**config.mk**
```make
export PLATFORM = sky130hd
export DESIGN_NAME = vector_vault
export DESIGN_NICKNAME = d
export VERILOG_FILES = /design/src/rtl/vv_pkg.sv /design/src/rtl/vv_store.sv /design/src/rtl/vv_fetch.sv /design/src/rtl/vv_ctrl.sv /design/src/rtl/vector_vault.sv
export SDC_FILE = /design/constraint.sdc
export NUM_CORES = 1
export LEC_CHECK = 0
export ABC_AREA = 0
export BUFFER_PORTS_ARGS = -buffer_cell sky130_fd_sc_hd__buf_4
export CAP_MARGIN = 20
export CORE_ASPECT_RATIO = 0.6
export CORE_MARGIN = 10
export CORE_UTILIZATION = 63
export DETAILED_ROUTE_END_ITERATION = 8
export MAX_ROUTING_LAYER = met4
export PLACE_DENSITY = 0.89
export REMOVE_ABC_BUFFERS = 1
export SETUP_SLACK_MARGIN = 0.4
export SYNTH_ARGS = -nofsm -noshare
export SYNTH_HDL_FRONTEND = slang
export SYNTH_SLANG_ARGS = --single-unit
```
**constraint.sdc**
```tcl
create_clock -name clk -period 2.8 [get_ports clk]
set_clock_uncertainty 0.2 [all_clocks]
set_input_delay 0.42 -clock clk [delete_from_list [all_inputs] [get_ports clk]]
set_output_delay 0.42 -clock clk [all_outputs]
set_load 0.01 [all_outputs]
```
**src/rtl/vv_pkg.sv**
```systemverilog
package vv_pkg;
    typedef enum logic [2:0] {
        OP_NOP    = 3'd0,
        OP_VWR    = 3'd1,
        OP_VRD    = 3'd2,
        OP_PWR    = 3'd3,
        OP_PRD    = 3'd4,
        OP_LOCK   = 3'd5,
        OP_UNLOCK = 3'd6,
        OP_LOAD   = 3'd7
    } ld_op_e;

    typedef enum logic [1:0] {
        ST_IDLE    = 2'd0,
        ST_KEYWAIT = 2'd1,
        ST_ERASE   = 2'd2
    } ctl_st_e;
endpackage

```
**src/rtl/vv_store.sv**
```systemverilog
module vv_store #(
    parameter int VEC_BYTES = 48,
    parameter int IDX_W     = $clog2(VEC_BYTES)
) (
    input  logic             clk,
    input  logic             por_n,
    input  logic             wr_en,
    input  logic [IDX_W-1:0] wr_idx,
    input  logic [7:0]       wr_data,
    input  logic [IDX_W-1:0] idx_a,
    output logic [7:0]       rd_a,
    input  logic [IDX_W-1:0] idx_b,
    output logic [7:0]       rd_b
);
    localparam logic [IDX_W-1:0] LIMIT = IDX_W'(VEC_BYTES);

    logic [VEC_BYTES-1:0][7:0] mem_d, mem_q;

    always_comb begin
        mem_d = mem_q;
        if (wr_en && (wr_idx < LIMIT)) begin
            mem_d[wr_idx] = wr_data;
        end
        rd_a = (idx_a < LIMIT) ? mem_q[idx_a] : 8'h00;
        rd_b = (idx_b < LIMIT) ? mem_q[idx_b] : 8'h00;
    end

    always_ff @(posedge clk) begin
        if (!por_n) begin
            mem_q <= '0;
        end else begin
            mem_q <= mem_d;
        end
    end
endmodule

```
**src/rtl/vv_fetch.sv**
```systemverilog
module vv_fetch #(
    parameter int ADDR_W    = 16,
    parameter int VEC_BYTES = 48,
    parameter int IDX_W     = $clog2(VEC_BYTES)
) (
    input  logic              clk,
    input  logic              por_n,
    input  logic              warm_n,
    input  logic              fetch,
    input  logic [ADDR_W-1:0] addr,
    output logic [IDX_W-1:0]  idx,
    input  logic [7:0]        rd_data,
    output logic              sel,
    output logic [7:0]        data,
    output logic              dummy
);
    typedef struct packed {
        logic       sel;
        logic       dummy;
        logic [7:0] data;
    } fet_t;

    localparam fet_t FET_RST = '{sel: 1'b0, dummy: 1'b0, data: 8'h00};

    fet_t fet_d, fet_q;
    logic hit;

    always_comb begin
        idx         = addr[IDX_W-1:0];
        hit         = fetch && (addr < ADDR_W'(VEC_BYTES));
        fet_d.sel   = hit;
        fet_d.dummy = hit;
        fet_d.data  = hit ? rd_data : 8'h00;
    end

    always_ff @(posedge clk) begin
        if (!por_n || !warm_n) begin
            fet_q <= FET_RST;
        end else begin
            fet_q <= fet_d;
        end
    end

    assign sel   = fet_q.sel;
    assign dummy = fet_q.dummy;
    assign data  = fet_q.data;
endmodule

```
**src/rtl/vv_ctrl.sv**
```systemverilog
module vv_ctrl
    import vv_pkg::*;
#(
    parameter int ADDR_W    = 16,
    parameter int VEC_BYTES = 48,
    parameter int IDX_W     = $clog2(VEC_BYTES)
) (
    input  logic              clk,
    input  logic              por_n,
    input  logic              warm_n,
    input  logic              cmd_valid,
    input  logic [2:0]        cmd_op,
    input  logic [ADDR_W-1:0] cmd_addr,
    input  logic [7:0]        cmd_wdata,
    input  logic              key_ack,
    input  logic [7:0]        rd_data,
    output logic [IDX_W-1:0]  rd_idx,
    output logic              wr_en,
    output logic [IDX_W-1:0]  wr_idx,
    output logic [7:0]        wr_data,
    output logic              busy,
    output logic              lock,
    output logic              key_req,
    output logic              key_inval,
    output logic              ack,
    output logic              refused,
    output logic [7:0]        rdata,
    output logic              pgm_go
);
    localparam logic [IDX_W-1:0] LAST = IDX_W'(VEC_BYTES - 1);

    typedef struct packed {
        ctl_st_e          st;
        logic [IDX_W-1:0] cnt;
        logic             lock;
        logic             key_ok;
        logic             key_req;
        logic             key_inval;
        logic             ack;
        logic             refused;
        logic [7:0]       rdata;
        logic             pgm_go;
    } ctl_t;

    localparam ctl_t CTL_RST = '{st: ST_IDLE, cnt: '0, lock: 1'b0, key_ok: 1'b0,
                                 key_req: 1'b0, key_inval: 1'b0, ack: 1'b0,
                                 refused: 1'b0, rdata: 8'h00, pgm_go: 1'b0};

    function automatic ctl_t warm_clear(input ctl_t s);
        ctl_t r;
        r        = CTL_RST;
        r.lock   = s.lock;
        r.key_ok = s.key_ok;
        return r;
    endfunction

    ctl_t   ctl_d, ctl_q;
    ld_op_e op;
    logic   in_range;
    logic   wr_int;

    always_comb begin
        ctl_d           = ctl_q;
        ctl_d.key_inval = 1'b0;
        ctl_d.ack       = 1'b0;
        ctl_d.refused   = 1'b0;
        ctl_d.rdata     = 8'h00;
        ctl_d.pgm_go    = 1'b0;
        op              = ld_op_e'(cmd_op);
        in_range        = cmd_addr < ADDR_W'(VEC_BYTES);
        wr_int          = 1'b0;
        wr_idx          = cmd_addr[IDX_W-1:0];
        wr_data         = cmd_wdata;
        rd_idx          = cmd_addr[IDX_W-1:0];
        case (ctl_q.st)
            ST_IDLE: begin
                if (cmd_valid && (op != OP_NOP)) begin
                    ctl_d.ack = 1'b1;
                    case (op)
                        OP_VWR: begin
                            if (ctl_q.lock || !ctl_q.key_ok || !in_range) ctl_d.refused = 1'b1;
                            else wr_int = 1'b1;
                        end
                        OP_VRD: begin
                            if (ctl_q.lock || !in_range) ctl_d.refused = 1'b1;
                            else ctl_d.rdata = rd_data;
                        end
                        OP_PWR: begin
                            if (ctl_q.lock || !ctl_q.key_ok) ctl_d.refused = 1'b1;
                            else ctl_d.pgm_go = 1'b1;
                        end
                        OP_PRD: begin
                            if (ctl_q.lock) ctl_d.refused = 1'b1;
                            else ctl_d.pgm_go = 1'b1;
                        end
                        OP_LOCK: ctl_d.lock = 1'b1;
                        OP_UNLOCK: begin
                            ctl_d.st  = ST_ERASE;
                            ctl_d.cnt = '0;
                        end
                        OP_LOAD: begin
                            if (ctl_q.lock) begin
                                ctl_d.refused = 1'b1;
                            end else begin
                                ctl_d.st      = ST_KEYWAIT;
                                ctl_d.key_req = 1'b1;
                                ctl_d.key_ok  = 1'b0;
                            end
                        end
                        default: ctl_d.ack = 1'b0;
                    endcase
                end
            end
            ST_KEYWAIT: begin
                if (key_ack) begin
                    ctl_d.key_req = 1'b0;
                    ctl_d.key_ok  = 1'b1;
                    ctl_d.st      = ST_IDLE;
                end
            end
            ST_ERASE: begin
                wr_int  = 1'b1;
                wr_idx  = ctl_q.cnt;
                wr_data = 8'h00;
                if (ctl_q.cnt == LAST) begin
                    ctl_d.st        = ST_IDLE;
                    ctl_d.lock      = 1'b0;
                    ctl_d.key_ok    = 1'b0;
                    ctl_d.key_inval = 1'b1;
                end else begin
                    ctl_d.cnt = ctl_q.cnt + 1'b1;
                end
            end
            default: ctl_d.st = ST_IDLE;
        endcase
        wr_en = wr_int && warm_n;
    end

    always_ff @(posedge clk) begin
        if (!por_n) begin
            ctl_q <= CTL_RST;
        end else if (!warm_n) begin
            ctl_q <= warm_clear(ctl_q);
        end else begin
            ctl_q <= ctl_d;
        end
    end

    assign busy      = (ctl_q.st != ST_IDLE);
    assign lock      = ctl_q.lock;
    assign key_req   = ctl_q.key_req;
    assign key_inval = ctl_q.key_inval;
    assign ack       = ctl_q.ack;
    assign refused   = ctl_q.refused;
    assign rdata     = ctl_q.rdata;
    assign pgm_go    = ctl_q.pgm_go;
endmodule

```
**src/rtl/vector_vault.sv**
```systemverilog
module vector_vault #(
    parameter int ADDR_W    = 16,
    parameter int VEC_BYTES = 48
) (
    input  logic              clk,
    input  logic              por_n,
    input  logic              warm_n,
    input  logic              cpu_fetch,
    input  logic [ADDR_W-1:0] cpu_addr,
    output logic              vec_sel,
    output logic [7:0]        vec_data,
    output logic              dummy_req,
    input  logic              ld_valid,
    input  logic [2:0]        ld_op,
    input  logic [ADDR_W-1:0] ld_addr,
    input  logic [7:0]        ld_wdata,
    output logic              ld_busy,
    output logic              ld_ack,
    output logic              ld_refused,
    output logic [7:0]        ld_rdata,
    output logic              pgm_go,
    output logic              key_req,
    input  logic              key_ack,
    output logic              key_inval,
    output logic              lock
);
    localparam int IDX_W = $clog2(VEC_BYTES);

    logic [IDX_W-1:0] fet_idx, ld_idx, wr_idx;
    logic [7:0]       fet_byte, ld_byte, wr_data;
    logic             wr_en;

    vv_store #(.VEC_BYTES(VEC_BYTES), .IDX_W(IDX_W)) i_store (
        .clk(clk), .por_n(por_n),
        .wr_en(wr_en), .wr_idx(wr_idx), .wr_data(wr_data),
        .idx_a(fet_idx), .rd_a(fet_byte),
        .idx_b(ld_idx), .rd_b(ld_byte)
    );

    vv_fetch #(.ADDR_W(ADDR_W), .VEC_BYTES(VEC_BYTES), .IDX_W(IDX_W)) i_fetch (
        .clk(clk), .por_n(por_n), .warm_n(warm_n),
        .fetch(cpu_fetch), .addr(cpu_addr), .idx(fet_idx), .rd_data(fet_byte),
        .sel(vec_sel), .data(vec_data), .dummy(dummy_req)
    );

    vv_ctrl #(.ADDR_W(ADDR_W), .VEC_BYTES(VEC_BYTES), .IDX_W(IDX_W)) i_ctrl (
        .clk(clk), .por_n(por_n), .warm_n(warm_n),
        .cmd_valid(ld_valid), .cmd_op(ld_op), .cmd_addr(ld_addr), .cmd_wdata(ld_wdata),
        .key_ack(key_ack), .rd_data(ld_byte), .rd_idx(ld_idx),
        .wr_en(wr_en), .wr_idx(wr_idx), .wr_data(wr_data),
        .busy(ld_busy), .lock(lock), .key_req(key_req), .key_inval(key_inval),
        .ack(ld_ack), .refused(ld_refused), .rdata(ld_rdata), .pgm_go(pgm_go)
    );
endmodule

```
# Word-level counts from Yosys, hierarchy flattened
# Index checks and enable logic that the tools add are counted.
# op_classes
add_sub_neg,1
magnitude_cmp,9
n_eq_ne,20
muxes,37
n_bitwise,8
reduce_logical,31
# ops
cell,count
$bwmux W384,1
$bmux W8 S6,2
$demux W8 S6,1
$lt A16 B6 Y1 const B,2
$mux W8,4
$lt A6 B7 Y1 const B,3
$lt A6 B6 Y1 const B,3
$mux W6,3
$reduce_and A5 Y1,3
$pmux W7 S2,1
$reduce_or A7 Y1,2
$eq A3 B3 Y1 const B,4
$mux W1,12
$ne A2 B2 Y1 const B,6
$mux W11,1
$mux W2,5
$not A1 Y1,8
$reduce_and A4 Y1,2
$reduce_and A7 Y1,1
$add A6 B1 Y6 const B,1
$eq A3 B2 Y1 const B,2
$eq A6 B6 Y1 const B,1
$ge A6 B1 Y1 const B,1
$ne A3 B3 Y1 const B,2
19 further kinds,35
# word_totals
ff_bits,416
input_bits,49
wordCells,166

# Longest topological paths before layout
# depth
ltp_word,9
depth_mapped,9
ltp_nobuf,6

# Hierarchy
# From an unflattened synthesis, not the netlist that was laid out.
# hier_totals
hier_cells,2278
area_unflattened_um2,23561.3
# modules_own_cells
mod,instances,cells_each,area_each_um2
vv_store,1,2089,21789.6
vv_ctrl,1,160,1428.9
vv_fetch,1,29,342.8

# Least setup slack after synthesis
# OpenSTA, ideal clock, no wires.
# synth_path
path_kind,input to register
start,input port cpu_addr[0]
end,register i_fetch.fet_q (netlist bit i_fetch.data[6])
arrival_time_ps,2117
required_time_ps,2468
slack_ps,352
cell_stages,7
n_path_buf,3
cell_sequence,buf_2 -> buf_4 -> buf_2 -> mux4_2 -> mux4_2 -> inv_1 -> o32ai_1
# synth_between
elab_chain_cells,4
# synth_lines
element,line,rtl
from (decl),vector_vault.sv:9,"input logic [ADDR_W-1:0] cpu_addr,"
$lt A16 B6 Y1,vv_fetch.sv:30,hit = fetch && (addr < ADDR_W'(VEC_BYTES));
$logic_and A1 B1 Y1,vv_fetch.sv:30,
$not A1 Y1 (no source line),n/a,
$reduce_or A3 Y1 (no source line),n/a,
to (signal assigned),vv_fetch.sv:40,fet_q <= fet_d;
to (decl),vv_fetch.sv:25,"fet_t fet_d, fet_q;"
# Parallel ways exist; a longest one is shown, timed or not. The select of a mux whose other input is x is not followed.
# A chain may end at the register's enable or synchronous reset.

# Final worst setup path
# layout_path
start,register i_ctrl.ctl_q[13] in the netlist's numbering
end,register i_store.mem_q[124] in the netlist's numbering
# layout_between
elab_chain_cells,9
# layout_lines
element,line,rtl
from (decl),vv_ctrl.sv:57,"ctl_t ctl_d, ctl_q;"
from (signal assigned),vv_ctrl.sv:143,ctl_q <= warm_clear(ctl_q);
from (signal assigned),vv_ctrl.sv:145,ctl_q <= ctl_d;
$logic_not A1 Y1,vv_ctrl.sv:81,if (ctl_q.lock || !ctl_q.key_ok || !in_range) ctl_d.refused = 1'b1;
$logic_or A1 B1 Y1 (2 in series),vv_ctrl.sv:81,
$mux W1,vv_ctrl.sv:81,
$mux W1,vv_ctrl.sv:79,case (op)
$mux W1,vv_ctrl.sv:77,if (cmd_valid && (op != OP_NOP)) begin
$pmux W1 S2,vv_ctrl.sv:75,case (ctl_q.st)
$logic_and A1 B1 Y1,vv_ctrl.sv:136,wr_en = wr_int && warm_n;
$logic_and A1 B1 Y1,vv_store.sv:21,if (wr_en && (wr_idx < LIMIT)) begin
to (signal assigned),vv_store.sv:32,mem_q <= mem_d;
to (decl),vv_store.sv:17,"logic [VEC_BYTES-1:0][7:0] mem_d, mem_q;"
# Every way passes these cells.

==> results.yml <==
outcome:
  outcome: "finished, final reports clean"
drt:
  wl_per_cell_um: 28.6
  routed_wl_um: 70900
  drtPass1Iterations: 8
  drt_iter0_drc: 2664
  vias: 17300
  vias_per_cell: 6.99
  final_antenna_net_count: 0
  drc_errors: 0
worst_setup_path:
  crit_path_start_kind: "register"
  critPathSlowestCell: "nand3_2"
  critical_path_class: "reg2reg"
  cp_max_fo: 34
  crit_buf_inv: 1
  required_ns: 3.06
  cp_top_family: "simple AND/OR/NAND/NOR gates"
  cp-startpoint: "i_ctrl.ctl_q[13]"
  worstPathArrival_ns: 2.68
  crit_chain: "nor4bb_1, nand3_1, o21ai_4, buf_12, nand3_2, mux2i_1"
  r2r_cells: 6
  rr_startpoint: "i_ctrl.ctl_q[13]"
  critPathMaxStageDelay_ns: 0.44
  crit_cells: 6
  worstSetupEndpointType: "register"
floorplan:
  coreArea_mm2: 0.0338
  rows: 52
  die_area_mm2: 0.0425
  io-pin-count: 74
  die_h_um: 164
  die_w_um: 260
  start_util_pct: 64.2
finish:
  final_nets: 2044
  fillCellCount: 2229
  final_area_mm2: 0.0245
  drive_above_1_share_pct: 25.7
  layout_commonest_cell: "nand2_1"
  final_cell_mix: "nand2_1, dfxtp_1, mux2i_1"
  area_growth_pct: 12.9
global_route:
  grt_pass1_wl_um: 106000
  grt_max_degree: 169
  antenna_found_initial: 1
  grt_use_total_pct: 33.6
  first_global_vias: 17100
  overflow: 0
timing:
  setup_ws_ns: 0.378
  fmaxAchievable_mhz: 413
  tns_ns: 0
  hold_viol: 0
  max_slew.worst_pin.slew_ns: 0.824
  rsz0062_at_grt: "true"
  slew_headroom_pct: 45.1
  slew_viol_final: 0
  setup_viol: 0
  post-route-period-util_pct: 86.5
  fin_crit_ns: 2.42
place:
  place_area_mm2: 0.0231
  pre_cts_slack_ns: 0.119
  dp_hpwl_um: 48800
  gp_congestion: 1.01
  io_buffer_count: 73
synth:
  synth_top_family_by_area: "multiplexers"
  synth.area.mux_share_pct: 39.9
  yosysSeqAreaShare_pct: 38.4
  synth_simple_gate_area_share_pct: 13.0
  synthArstFlopShare_pct: 0
  syn-cell-area_mm2: 0.0217
  synth_compound_gate_area_share_pct: 4.15
  synthXorXnorAreaFrac_pct: 0.161
  synth_edf_count: 0
  ys_ff_latch: 416
  synthFlopType: "dfxtp_1"
  syn_inst: 1958
  synth_fa_ha_area_share_pct: 0.0576
  synth_cell_types: 67
  yosys_warnings: 0
  avgSynthCellArea_um2: 11.1
worst_hold_path:
  holdPathStages: 3
  hp-class: "in2reg"
  min_from: "ld_op[2]"
flow_run:
  maxCapViolCount: 0
pwr:
  p_leak_nw: 10.2
  power.total_mw: 12.2
  power_density_mw_per_mm2: 500
  ir_worst_vdd_uv: 473
cts:
  clkTransAtPathRegs_ns: 0.06
  tritoncts: "built"
  h-tree-depth: 2
  cts.sinks: 416
  clockBufferDepth: 3
  numCtsBuffers: 38
  clock_latency_ns: 0.57
  cts-root-buf: "clkbuf_16"
[final cells by class]
class | instances | area, um^2 | share of cell area [%]
clock buffer | 56 | 1120 | 4.57
inverter | 20 | 75.1 | 0.306
timing repair buffer | 184 | 1710 | 6.97
tap | 459 | 574 | 2.34
antenna | 1 | 2.50 | 0.0102
clock inverter | 7 | 114 | 0.465
sequential | 416 | 8330 | 34.0
multi-input combinational | 1334 | 12600 | 51.4
[registers in the layout, indices dropped and copies added (netlist names)]
signal	cells
i_ctrl.ack	1
i_ctrl.ctl_q	9
i_ctrl.key_inval	1
i_ctrl.key_req	1
i_ctrl.lock	1
i_ctrl.pgm_go	1
i_ctrl.rdata	8
i_ctrl.refused	1
i_fetch.data	8
i_fetch.sel	1
i_store.mem_q	384
[stage by stage]
stage               util (%)  hold slack, ns  instances
floorplan                  -           0.241       1770
global placement        68.2           0.249       2405
detailed placement      68.2           0.259       2405
CTS                     72.1          0.0298       2473
global route            72.4          0.0436       2477
finish                  72.4          0.0347       2477
[worst paths after layout]
kind / endpoint / slack, ns
setup / recovery: i_store.mem_q[124] / 0.38
hold / removal: i_ctrl.refused / 0.03
setup reg to reg: i_store.mem_q[124] / 0.38
hold reg to reg: i_store.mem_q[272] / 0.28
[what timing repair did]
| action | 4_1_cts | 5_1_grt |
|---|---|---|
| setup buffers | 1 | 3 |
| pin swaps | 1 | 1 |
| hold buffers | 4 | 0 |
| endpoints found under the setup margin | 64 | 329 |
| resized for setup | 6 | 21 |
| hold endpoints to repair | 6 | 0 |
[per-layer routing]
layer / wire, um / share of wire (%) / global-route usage [%] / vias up
met5: 0 / 0 / - / -
met4: 2120 / 3.0 / 9.27 / 0
met3: 12000 / 17 / 15.3 / 180
met2: 30100 / 43 / 47.5 / 1359
met1: 26700 / 38 / 43.0 / 8576
li1: - / - / - / 7211
[synth_stat cells, drive strengths merged, types with 9 or more instances]
| cell type | number | area (um^2) |
|---|---|---|
| a21oi | 19 | 95.1 |
| a22oi | 29 | 218 |
| and3 | 12 | 75.1 |
| buf | 83 | 474 |
| clkbuf | 105 | 395 |
| dfxtp | 416 | 8330 |
| inv | 20 | 75.1 |
| mux2i | 405 | 4050 |
| mux4 | 202 | 4550 |
| nand2 | 425 | 1600 |
| nand3 | 43 | 370 |
| nor2 | 37 | 144 |
| nor3 | 17 | 175 |
| nor3b | 9 | 72.6 |
| o22ai | 17 | 106 |
[worst reg2reg max path: stages (launching register included)]
cell and delay [ns]:
dfxtp_1 0.43, nor4bb_1 0.26, nand3_1 0.19, o21ai_4 0.20, buf_12 0.27, nand3_2 0.45, mux2i_1 0.33
[logic make-up (layout without fill, tap and decap cells)]
group	after synthesis	in the layout
and+or+nand+nor	593	593
buffers and inverters	208	267
xor gates and xnor gates	4	4
AOI/OAI and AO/OA	123	123
muxes	613	613
adders and majority gates	1	1
other	0	1
DFF	416	416
[report_power, final]
group          switching, mW  internal, mW
clock                   2.34          3.04
combinational          0.616         0.331
sequential           0.00233          5.92
total                   2.96          9.29
Power figures use the tool's default switching activity.
